`src/rtl/wip_pkg.sv`:
```
package wip_pkg;

    localparam int unsigned PERSIST_MAX = 16;
    localparam int unsigned CNT_W       = $clog2(PERSIST_MAX + 1);

    typedef enum logic [1:0] {
        PS_RUN1  = 2'b00,
        PS_RUN4  = 2'b01,
        PS_RUN8  = 2'b10,
        PS_RUN16 = 2'b11
    } persist_e;

    typedef struct packed {
        logic valid;
        logic below;
        logic above;
    } cmp_res_t;

    function automatic logic [CNT_W-1:0] run_target(input logic [1:0] code);
        logic [CNT_W-1:0] t;
        case (persist_e'(code))
            PS_RUN1:  t = CNT_W'(1);
            PS_RUN4:  t = CNT_W'(4);
            PS_RUN8:  t = CNT_W'(8);
            default:  t = CNT_W'(16);
        endcase
        return t;
    endfunction

endpackage

```
`src/rtl/wip_window_cmp.sv`:
```
module wip_window_cmp
    import wip_pkg::*;
#(
    parameter int unsigned DW = 16
) (
    input  logic          valid,
    input  logic [DW-1:0] data,
    input  logic [DW-1:0] lo,
    input  logic [DW-1:0] hi,
    output cmp_res_t      res
);
    always_comb begin
        res.valid = valid;
        res.below = (data < lo);
        res.above = (data > hi);
    end
endmodule

```
`src/rtl/wip_cfg_watch.sv`:
```
module wip_cfg_watch #(
    parameter int unsigned DW = 16
) (
    input  logic          clk,
    input  logic          rst,
    input  logic [DW-1:0] lo,
    input  logic [DW-1:0] hi,
    input  logic [1:0]    code,
    output logic          changed
);
    logic [DW-1:0] lo_q, hi_q;
    logic [1:0]    code_q;

    // Shadow copies start at the power-up bound values.
    always_ff @(posedge clk) begin
        if (rst) begin
            lo_q   <= '0;
            hi_q   <= '1;
            code_q <= 2'b00;
        end else begin
            lo_q   <= lo;
            hi_q   <= hi;
            code_q <= code;
        end
    end

    assign changed = (lo != lo_q) || (hi != hi_q) || (code != code_q);
endmodule

```
`src/rtl/wip_run_ctr.sv`:
```
module wip_run_ctr
    import wip_pkg::*;
(
    input  logic             clk,
    input  logic             rst,
    input  cmp_res_t         res,
    input  logic             restart,
    input  logic [CNT_W-1:0] target,
    output logic             trig,
    output logic [CNT_W-1:0] cnt
);
    logic [CNT_W-1:0] base;
    logic [CNT_W:0]   inc;
    logic             outside;
    logic [CNT_W-1:0] cnt_d;

    always_comb begin
        outside = res.below | res.above;
        base    = restart ? '0 : cnt;
        inc     = {1'b0, base} + 1'b1;
        trig    = res.valid && outside && (inc >= {1'b0, target});
        cnt_d   = base;
        if (res.valid) begin
            if (!outside)
                cnt_d = '0;
            else if (inc >= {1'b0, target})
                cnt_d = target;
            else
                cnt_d = inc[CNT_W-1:0];
        end
    end

    always_ff @(posedge clk) begin
        if (rst) cnt <= '0;
        else     cnt <= cnt_d;
    end

    p_inwin_zero_r3: assert property (@(posedge clk) disable iff (rst)
        res.valid && !res.below && !res.above |=> cnt == '0);

    p_restart_zero_r7: assert property (@(posedge clk) disable iff (rst)
        restart && !res.valid |=> cnt == '0);

    p_cnt_cap_r10: assert property (@(posedge clk) disable iff (rst)
        !restart |-> cnt <= target);
endmodule

```
`src/rtl/wip_flag_latch.sv`:
```
module wip_flag_latch (
    input  logic clk,
    input  logic rst,
    input  logic trig,
    input  logic clr,
    output logic flag
);
    always_ff @(posedge clk) begin
        if (rst) flag <= 1'b0;
        else     flag <= trig | (flag & ~clr);
    end

    p_flag_hold_r4: assert property (@(posedge clk) disable iff (rst)
        flag && !clr |=> flag);

    p_clr_drop_r5: assert property (@(posedge clk) disable iff (rst)
        clr && !trig |=> !flag);

    p_trig_wins_r6: assert property (@(posedge clk) disable iff (rst)
        trig |=> flag);
endmodule

```
`src/rtl/win_irq_persist.sv`:
```
module win_irq_persist
    import wip_pkg::*;
#(
    parameter int unsigned DW = 16
) (
    input  logic          clk,
    input  logic          rst,
    input  logic          res_valid,
    input  logic [DW-1:0] res_data,
    input  logic [DW-1:0] thr_lo,
    input  logic [DW-1:0] thr_hi,
    input  logic [1:0]    persist_code,
    input  logic          flag_clr,
    output logic          int_flag,
    output logic          int_n
);
    cmp_res_t         cmp;
    logic             cfg_chg;
    logic             trig;
    logic [CNT_W-1:0] run_cnt;

    wip_window_cmp #(.DW(DW)) u_cmp (
        .valid (res_valid),
        .data  (res_data),
        .lo    (thr_lo),
        .hi    (thr_hi),
        .res   (cmp)
    );

    wip_cfg_watch #(.DW(DW)) u_cfg (
        .clk     (clk),
        .rst     (rst),
        .lo      (thr_lo),
        .hi      (thr_hi),
        .code    (persist_code),
        .changed (cfg_chg)
    );

    wip_run_ctr u_ctr (
        .clk     (clk),
        .rst     (rst),
        .res     (cmp),
        .restart (flag_clr | cfg_chg),
        .target  (run_target(persist_code)),
        .trig    (trig),
        .cnt     (run_cnt)
    );

    wip_flag_latch u_flag (
        .clk  (clk),
        .rst  (rst),
        .trig (trig),
        .clr  (flag_clr),
        .flag (int_flag)
    );

    assign int_n = ~int_flag;

    p_rise_on_result_r2: assert property (@(posedge clk) disable iff (rst)
        $rose(int_flag) |-> $past(res_valid));
endmodule

```
`config.mk`:
```
export PLATFORM = sky130hd
export DESIGN_NAME = win_irq_persist
export DESIGN_NICKNAME = d
export VERILOG_FILES = /design/src/rtl/wip_pkg.sv /design/src/rtl/wip_window_cmp.sv /design/src/rtl/wip_cfg_watch.sv /design/src/rtl/wip_run_ctr.sv /design/src/rtl/wip_flag_latch.sv /design/src/rtl/win_irq_persist.sv
export SDC_FILE = /design/constraint.sdc
export NUM_CORES = 1
export LEC_CHECK = 0
export BUFFER_PORTS_ARGS = -buffer_cell sky130_fd_sc_hd__buf_2
export CAP_MARGIN = 10
export CELL_PAD_IN_SITES_DETAIL_PLACEMENT = 1
export CELL_PAD_IN_SITES_GLOBAL_PLACEMENT = 1
export CORE_MARGIN = 2
export CORE_UTILIZATION = 41
export CTS_CLUSTER_SIZE = 20
export DETAILED_ROUTE_END_ITERATION = 8
export PLACE_DENSITY = 0.88
export SLEW_MARGIN = 30
export SYNTH_ARGS = -nofsm -noshare
export SYNTH_HDL_FRONTEND = slang
export SYNTH_SLANG_ARGS = --single-unit
```
`constraint.sdc`:
```
create_clock -name clk -period 5.35 [get_ports clk]
set_input_delay 1.07 -clock clk [delete_from_list [all_inputs] [get_ports clk]]
set_output_delay 1.07 -clock clk [all_outputs]
set_load 0.1 [all_outputs]
```
==> out/metrics.cfg, run 1 <==
[drt]
drt_first_pass_iters=4
wl_per_cell_um=15.8
vias=2157
ant_nets=0
drc=0
drt_iter0_markers=101
drt_wl_total_um=6610
viasPerCell=5.15

[synthesis]
syn_area_mm2=0.00253
yosysTopAreaCellShare=0.317
yosys_warnings=0
ys_types=38
ys_seq_area_frac=0.317
synth_edf_count=0
syn_inst=285
async_reset_ff_frac=0
ys_top_cells_by_area=dfxtp_1, ha_1, xor2_1
synth_common_cells=inv_1, dfxtp_1, ha_1
ys.flop_type=dfxtp_1
synth_most_common_cell=inv_1
ys_ff_latch=40
synth_top_cell_by_area=dfxtp_1
syn-num-nets=375
avgSynthCellArea_um2=8.86

[clocking]
insertion_delay_ns=0.30
numClockSinks=40
cts_max_level=2
clk_path_buf_depth=2
cts_setup_buffers=0
hold_buffers=0
cts_buffers=5
cts_tree=built
clkTransAtPathRegs_ns=0.08
ctsResizeCount=0
clockRootBuffer=clkbuf_8

[place]
detailedPlacementHpwl_um=5380
port_buffers=55
post_dp_cell_area_mm2=0.00288
placedCellCount=411
gp_routability_congestion=0.756

[worst_setup_path]
critical_path_peak_fanout=9
critical-path-max-stage-delay_ns=0.45
startpoint_type=input pin
cpMaxStageDelayCell=nor3_4
critPathArrivalTime_ns=4.74
critPathMostFrequentCell=a21o_1
worstSetupPathType=in -> reg
required_ns=5.55
path_cells=buf_2 > xor2_1 > nor4_1 > nand4_1 > nor3_4 > nand2_1 > inv_1 > ha_1 > inv_1 > a21o_1 > nand2_1 > ha_1 > a21o_1 > a21o_1 > a21o_1 > a31oi_4 > mux2_1 > o32ai_1
critPathCaptureType=register
cp_top_family=simple AND/OR/NAND/NOR gates
ff2ff_setup_slack_ns=1.40
cp_num_buf_inv=3

[final_layout]
fin_cells=419
synthToLayoutAreaGrowth_pct=18.3
n_antenna_cell=0
finish.utilization=0.505
fin_nets=433
drive_above_1_share=0.241
stdcell_area_mm2=0.00299

[global_route]
grt_pass1_vias=2314
grt_usage=0.215
grt_max_degree=40
gr-total-overflow=0
grt_pass1_wl_um=11000
antenna_found_initial=0

[timing]
fmax_mhz=221
worst_pin_slew_ns=0.667
slew_violations=0
period_share=0.847
setup_violations=0
rsz0062_at_grt=false
maxSlewHeadroom=0.555
fin_crit_ns=4.53
tns_ns=0
fin_skew_ns=0.00997
hold_viol=0

[floorplanning]
dieArea_mm2=0.00681
start_util=0.427
io_pins=56
rows=28
die_h_um=82.5
core_area_mm2=0.00592
die_w_um=82.5

[run_status]
status=complete, no violations

[worst_hold_path]
hold_class=reg -> reg

[pwr]
total_power_uw=715
p_leak_uw=0.00154
ir_drop_uv=107
power.density_mw_per_mm2=239

[flow_run]
cap_violations=0

registers in the layout, indices dropped and copies added, names as in the netlist:
name,count
u_cfg.hi_q,16
u_cfg.lo_q,16
u_ctr.cnt,5
u_cfg.code_q,2
u_flag.flag,1
cell type report:
class / instances / area (um2)
Tap cell: 75 / 93.8
Clock buffer: 6 / 72.6
Inverter: 41 / 154
Multi-Input combinational cell: 200 / 1560
Fill cell: 742 / 2930
Timing Repair Buffer: 55 / 275
Sequential cell: 40 / 801
Clock inverter: 2 / 35.0
logic make-up (layout without fill, tap and decap cells):
| kind of cell | Yosys count | after routing | share of synthesized area |
|---|---|---|---|
| adder cells (fa/ha/maj) | 36 | 36 | 0.178 |
| flip-flops | 40 | 40 | 0.317 |
| XOR/XNOR | 36 | 36 | 0.125 |
| buffers and inverters | 45 | 104 | 0.0669 |
| multiplexers | 4 | 4 | 0.0173 |
| AO/OA/AOI/OAI | 39 | 39 | 0.108 |
| AND/OR/NAND/NOR | 85 | 85 | 0.187 |
power by group:
group	internal, uW	total [uW]	switching, uW
clock	139	247	109
combinational	65.1	148	83.0
sequential	313	320	7.22
path summary, 6_finish.rpt:
path / from / to / cells past startpoint
worst max-delay path: thr_lo[1] / u_ctr.cnt[2]$_SDFF_PP0_ / 18
worst min-delay path: u_ctr.cnt[4]$_SDFF_PP0_ / u_ctr.cnt[4]$_SDFF_PP0_ / 2
worst max register to register: u_cfg.hi_q[9]$_SDFF_PP1_ / u_ctr.cnt[2]$_SDFF_PP0_ / 17
worst min register to register: u_ctr.cnt[4]$_SDFF_PP0_ / u_ctr.cnt[4]$_SDFF_PP0_ / 2
tightest hold or removal path, stage by stage, from the launching register on:
cell     delay, ns
dfxtp_1       0.34
nand2_1       0.07
o21ai_1       0.06
layout by cell type (no fill, tap or decap), types with 2 or more instances in the layout:
| master | n |
|---|---|
| nand4_1 | 8 |
| dfxtp_1 | 40 |
| nand2b_1 | 3 |
| o21ai_0 | 4 |
| a221oi_1 | 2 |
| mux2_2 | 2 |
| nand3_1 | 5 |
| a21oi_1 | 9 |
| nor2b_1 | 4 |
| o22ai_1 | 2 |
| a211oi_1 | 2 |
| and2_1 | 2 |
| buf_2 | 55 |
| nand3b_1 | 2 |
| a31oi_1 | 2 |
| inv_1 | 41 |
| or2_2 | 16 |
| clkbuf_8 | 5 |
| nor4_1 | 8 |
| xnor2_1 | 5 |
| o221ai_1 | 2 |
| nor2_1 | 18 |
| ha_1 | 36 |
| xor2_1 | 31 |
| a21o_1 | 11 |
| nand2_1 | 12 |
| and4_1 | 2 |
routing by layer:
metal / track usage / share of wire / routed length (um)
met1: 0.256 / 0.43 / 2860
met2: 0.390 / 0.51 / 3390
met3: 0.0337 / 0.037 / 242
met4: 0.0705 / 0.018 / 121
met5: 0 / 0 / 0
metrics by stage:
stage	setup WS [ns]	hold WS, ns
after floorplan	1.30	0.447
after global placement	0.752	0.473
after detailed placement	0.588	0.478
after CTS	0.787	0.490
after global routing	0.614	0.538
final	0.816	0.502
(Power assumes the default switching activity.)
==> inputs of run 2 (changes only) <==
CORE_UTILIZATION = 37   (was 41)
PLACE_DENSITY = 0.84   (was 0.88)
clock period = 4.1 ns   (was 5.35 ns; I/O delays follow)
==> run 2 against run 1 <==
Design area grew 2.5%. Register-to-register slack lost 0.79 ns. Sequential cell count is the same. Worst hold slack gained 0.00057 ns. Via count grew 0.28%. Global-route usage shrank 2.9 points. First-iteration DRC count shrank 8.9%. Clock skew shrank 0.0037 ns. Die area grew 10%. Total power grew 24%. Sequential power grew 30%. Utilization shrank 4.6 points.
==> out/metrics.cfg, run 2 (synthesis results as in run 1) <==
[run_status]
status=complete, no violations

[worst_setup_path]
startpoint=thr_lo[9]
critPathMostFrequentCell=a21o_1
startpoint_type=input pin
critPathCaptureType=register
r2r-start=u_cfg.code_q[0]$_SDFF_PP0_
critical_path_peak_fanout=4
critical-path-max-stage-delay_ns=0.32
cpMaxStageDelayCell=nor4_2
cp_num_buf_inv=4
required_ns=4.28
cp_top_family=compound AO/OA/AOI/OAI gates
path_cells=buf_2 > xor2_1 > nor4_2 > buf_4 > nand4_1 > nor3_4 > and2_1 > ha_1 > inv_1 > a21o_1 > nand2_1 > ha_1 > a21o_1 > a21o_1 > a21o_1 > a31oi_4 > buf_4 > mux2i_1 > o21ai_0
worstSetupPathType=in -> reg
critPathArrivalTime_ns=4.01

[final_layout]
fin_nets=442
finish.utilization=0.458
layout_common_cells=buf_2, inv_1, dfxtp_1
final_common_cell=buf_2
stdcell_area_mm2=0.00306
drive_above_1_share=0.269
n_antenna_cell=0
synthToLayoutAreaGrowth_pct=21.2
biggestRegsByFlops=u_cfg.hi_q x16, u_cfg.lo_q x16, u_ctr.cnt x5

[clocking]
cts_max_level=2
cts_buffers=5
clockRootBuffer=clkbuf_8
numClockSinks=40
hold_buffers=0
cts_tree=built
clk_path_buf_depth=2
clkTransAtPathRegs_ns=0.08
insertion_delay_ns=0.30

[global_route]
grt_usage=0.186
antenna_found_initial=0
grt_max_degree=40
gr-total-overflow=0
grt_pass1_vias=2398
grt_pass1_wl_um=10900

[floorplanning]
io_pins=56
rows=30
die_h_um=86.6
start_util=0.378
die_w_um=86.6
core_area_mm2=0.00668
dieArea_mm2=0.00750

[timing]
hold_viol=0
maxSlewHeadroom=0.581
slew_violations=0
rsz0062_at_grt=false
fmax_mhz=261
setup_violations=0
fin_crit_ns=3.83
fin_skew_ns=0.00625
holdWs_ns=0.502
period_share=0.934
setup_ws_ns=0.269
worst_pin_slew_ns=0.629

[place]
port_buffers=55
detailedPlacementHpwl_um=5360
post-place-ws_ns=-0.214
gp_routability_congestion=0.824
post_dp_cell_area_mm2=0.00295

[drt]
drt_first_pass_iters=4
viasPerCell=5.00
vias=2163
ant_nets=0
drc=0
wl_per_cell_um=14.9
drt_iter0_markers=92
drt_wl_total_um=6470

[worst_hold_path]
min_from=u_flag.flag$_SDFF_PP0_
hold_class=reg -> reg

[pwr]
p_leak_uw=0.00158
total_power_uw=884
power.density_mw_per_mm2=289
ir_drop_uv=112

[flow_run]
cap_violations=0

run 2: cell count changes in the layout (fill, tap and decap cells not counted), sizes merged:
cell,change
clkbuf,+2
clkinv,-1
buf,+9
bufinv,-1
run 2: metrics by stage:
| stage | std cells | TNS [ns] |
|---|---|---|
| after global routing | 433 | 0 |
| after global placement | 424 | -0.163 |
| final | 433 | 0 |
| after detailed placement | 424 | -1.07 |
| after floorplan | 285 | 0 |
| after CTS | 432 | 0 |
run 2: final timing paths:
check	end	slack, ns	depth (start not counted)
setup / recovery	u_ctr.cnt[0]$_SDFF_PP0_	0.27	19
setup reg to reg	u_ctr.cnt[0]$_SDFF_PP0_	0.61	17
hold / removal	u_flag.flag$_SDFF_PP0_	0.50	2
hold reg to reg	u_flag.flag$_SDFF_PP0_	0.50	2
run 2: power breakdown:
part | switching (uW) | total (uW) | internal [uW] | leakage [uW]
logic | 108 | 197 | 89.0 | 0.00120
registers | 9.23 | 417 | 408 | 0.000332
clock network | 132 | 269 | 137 | 0.0000455
run 2: cell type report:
type	count	area (um2)
Tap cell	80	100
Timing Repair Buffer	64	343
Fill cell	816	3620
Inverter	41	154
Multi-Input combinational cell	200	1580
Clock buffer	8	90.1
Sequential cell	40	801
run 2: repair_timing:
item	4_1_cts	5_1_grt
endpoints found under the setup margin	0	6
buffers inserted	0	1
resized for setup	0	4
run 2: per-layer routing:
layer	up-vias	wire length (um)	global-route usage	part of all wire
li1	1093	-	-	-
met1	1020	2800	0.220	0.43
met2	43	3300	0.333	0.51
met3	7	284	0.0343	0.044
met4	0	88	0.0668	0.014
met5	-	0	0	0
run 2: worst register-to-register path: stages, from the launching register on:
cell	delay [ns]
dfxtp_1	0.31
xor2_1	0.16
nor4_2	0.38
nand4_1	0.24
nor3_4	0.20
and2_1	0.18
ha_1	0.18
inv_1	0.08
a21o_1	0.17
nand2_1	0.07
ha_1	0.23
a21o_1	0.15
a21o_1	0.16
a21o_1	0.19
a31oi_4	0.21
buf_4	0.17
mux2i_1	0.20
o21ai_0	0.10
==> inputs of run 3 (changes only) <==
CORE_MARGIN = 3   (was 2)
REMOVE_ABC_BUFFERS = 1   (was unset)
==> run 3 against run 2 <==
Routed wire length is 1.2% higher. First-iteration DRC count is 55% lower. Worst setup slack worse by 0.076 ns. Non-clock buffer count is 1 lower. Final cell count is 1.2% lower. Maximum frequency is 1.9% lower. Sequential cell count stayed put. Design area is 0.78% lower. Critical endpoint is now u_ctr.cnt[4]$_SDFF_PP0_.
==> out/metrics.cfg, run 3 (synthesis results as in run 1) <==
[run_status]
status=complete, no violations

[place]
detailedPlacementHpwl_um=5440
gp_routability_congestion=0.936
port_buffers=55
post_dp_cell_area_mm2=0.00294
placedCellCount=420

[floorplanning]
dieArea_mm2=0.00786
die_h_um=88.6
core_area_mm2=0.00649
start_util=0.389
io_pins=56
die_w_um=88.6
rows=29

[global_route]
gr-total-overflow=0
grt_pass1_wl_um=10700
grt_usage=0.179
grt_max_degree=40
antenna_found_initial=0
grt_pass1_vias=2400

[pwr]
power.density_mw_per_mm2=286
total_power_uw=868
p_leak_uw=0.00157
ir_drop_uv=151

[final_layout]
final_common_cell=buf_2
biggestRegsByFlops=u_cfg.hi_q x16, u_cfg.lo_q x16, u_ctr.cnt x5
fin_cells=428
layout_common_cells=buf_2, inv_1, dfxtp_1
fin_nets=441
stdcell_area_mm2=0.00304
n_antenna_cell=0
drive_above_1_share=0.265
finish.utilization=0.468
synthToLayoutAreaGrowth_pct=20.3

[drt]
wl_met2_um=3350
drt_iter0_markers=41
wl_per_cell_um=15.3
wl_met3_um=353
highest_layer=met4
viasPerCell=5.02
drt_first_pass_iters=4
vias=2150
ant_nets=0
drt_wl_total_um=6540
drc=0
wl_met1_um=2710

[clocking]
insertion_delay_ns=0.29
cts_buffers=5
clk_path_buf_depth=2
cts_tree=built
cts_max_level=2
hold_buffers=0
clkTransAtPathRegs_ns=0.08
numClockSinks=40
clockRootBuffer=clkbuf_8

[worst_setup_path]
timing.rr.end=u_ctr.cnt[4]$_SDFF_PP0_
r2r-start=u_cfg.hi_q[11]$_SDFF_PP1_
critPathCaptureType=register
startpoint=thr_hi[11]
ff2ff_setup_slack_ns=0.50
endpoint=u_ctr.cnt[4]$_SDFF_PP0_
required_ns=4.33
r2r_cells=18
critical_path_peak_fanout=4
worstSetupPathType=in -> reg
critPathArrivalTime_ns=4.14
startpoint_type=input pin

[timing]
fmax_mhz=256
tns_ns=0
maxSlewHeadroom=0.570
worst_pin_slew_ns=0.645
setup_violations=0
slew_violations=0
hold_viol=0
period_share=0.953
fin_skew_ns=0.00582
fin_crit_ns=3.91

[flow_run]
cap_violations=0

[worst_hold_path]
hold_class=reg -> reg

-- run 3: changes by cell type in the layout (fill, tap and decap cells not counted) --
cell / previous run / this run
clkbuf_1: 2 / 1
clkinv_2: 0 / 1
inv_2: 1 / 0
inv_1: 40 / 41
clkbuf_8: 6 / 5
buf_4: 9 / 8
-- run 3: worst min-delay path by stage --
stage,from,to,slack [ns],cells past startpoint
2_1_floorplan,u_ctr.cnt[4]$_SDFF_PP0_,u_ctr.cnt[4]$_SDFF_PP0_,0.45,2
3_3_place_gp,u_flag.flag$_SDFF_PP0_,u_flag.flag$_SDFF_PP0_,0.47,2
3_5_place_dp,u_flag.flag$_SDFF_PP0_,u_flag.flag$_SDFF_PP0_,0.48,2
4_1_cts,u_flag.flag$_SDFF_PP0_,u_flag.flag$_SDFF_PP0_,0.50,2
5_1_grt,u_flag.flag$_SDFF_PP0_,u_flag.flag$_SDFF_PP0_,0.53,2
6_report,u_flag.flag$_SDFF_PP0_,u_flag.flag$_SDFF_PP0_,0.49,2
-- run 3: timing repair --
action | 4_1_cts | 5_1_grt
setup buffers | 0 | 1
endpoints found under the setup margin | 0 | 6
gates resized for setup | 0 | 3
-- run 3: area by class of cell --
class	instances	area [um2]
clock buffers	6	72.6
flip-flops and latches	40	801
clock inverters	1	5.00
repair buffers	63	335
inverters	41	154
fillers	785	3460
well taps	77	96.3
multi-input cells	200	1580
-- run 3: stage by stage --
| step | setup slack (ns) | hold WS (ns) |
|---|---|---|
| after global placement | -0.0716 | 0.472 |
| after floorplan | 0.297 | 0.447 |
| final | 0.193 | 0.490 |
| after global routing | -0.0565 | 0.526 |
| after detailed placement | -0.171 | 0.484 |
| after CTS | 0.117 | 0.497 |
-- run 3: worst max-delay path, stage by stage --
cell and delay [ns]:
buf_2 0.13, xor2_1 0.17, nor4_2 0.35, buf_4 0.17, nand4_1 0.15, nor3_4 0.24, nand2_1 0.10, inv_1 0.10
ha_1 0.18, inv_1 0.07, a21o_1 0.16, nand2_1 0.06, ha_1 0.22, a21o_1 0.15, a21o_1 0.17, a21o_1 0.20
a31oi_4 0.20, mux2_2 0.37, o21ai_1 0.12
-- run 3: routing by layer --
layer / up-vias / track usage
li1: 1089 / -
met1: 997 / 0.198
met2: 53 / 0.327
met3: 11 / 0.0428
met4: 0 / 0.0687
met5: - / 0
-- run 3: power by group --
group | leakage, uW | internal [uW] | switching (uW) | total [uW]
Combinational | 0.00120 | 88.7 | 109 | 197
Clock | 0.0000410 | 116 | 137 | 253
Sequential | 0.000332 | 408 | 9.37 | 417
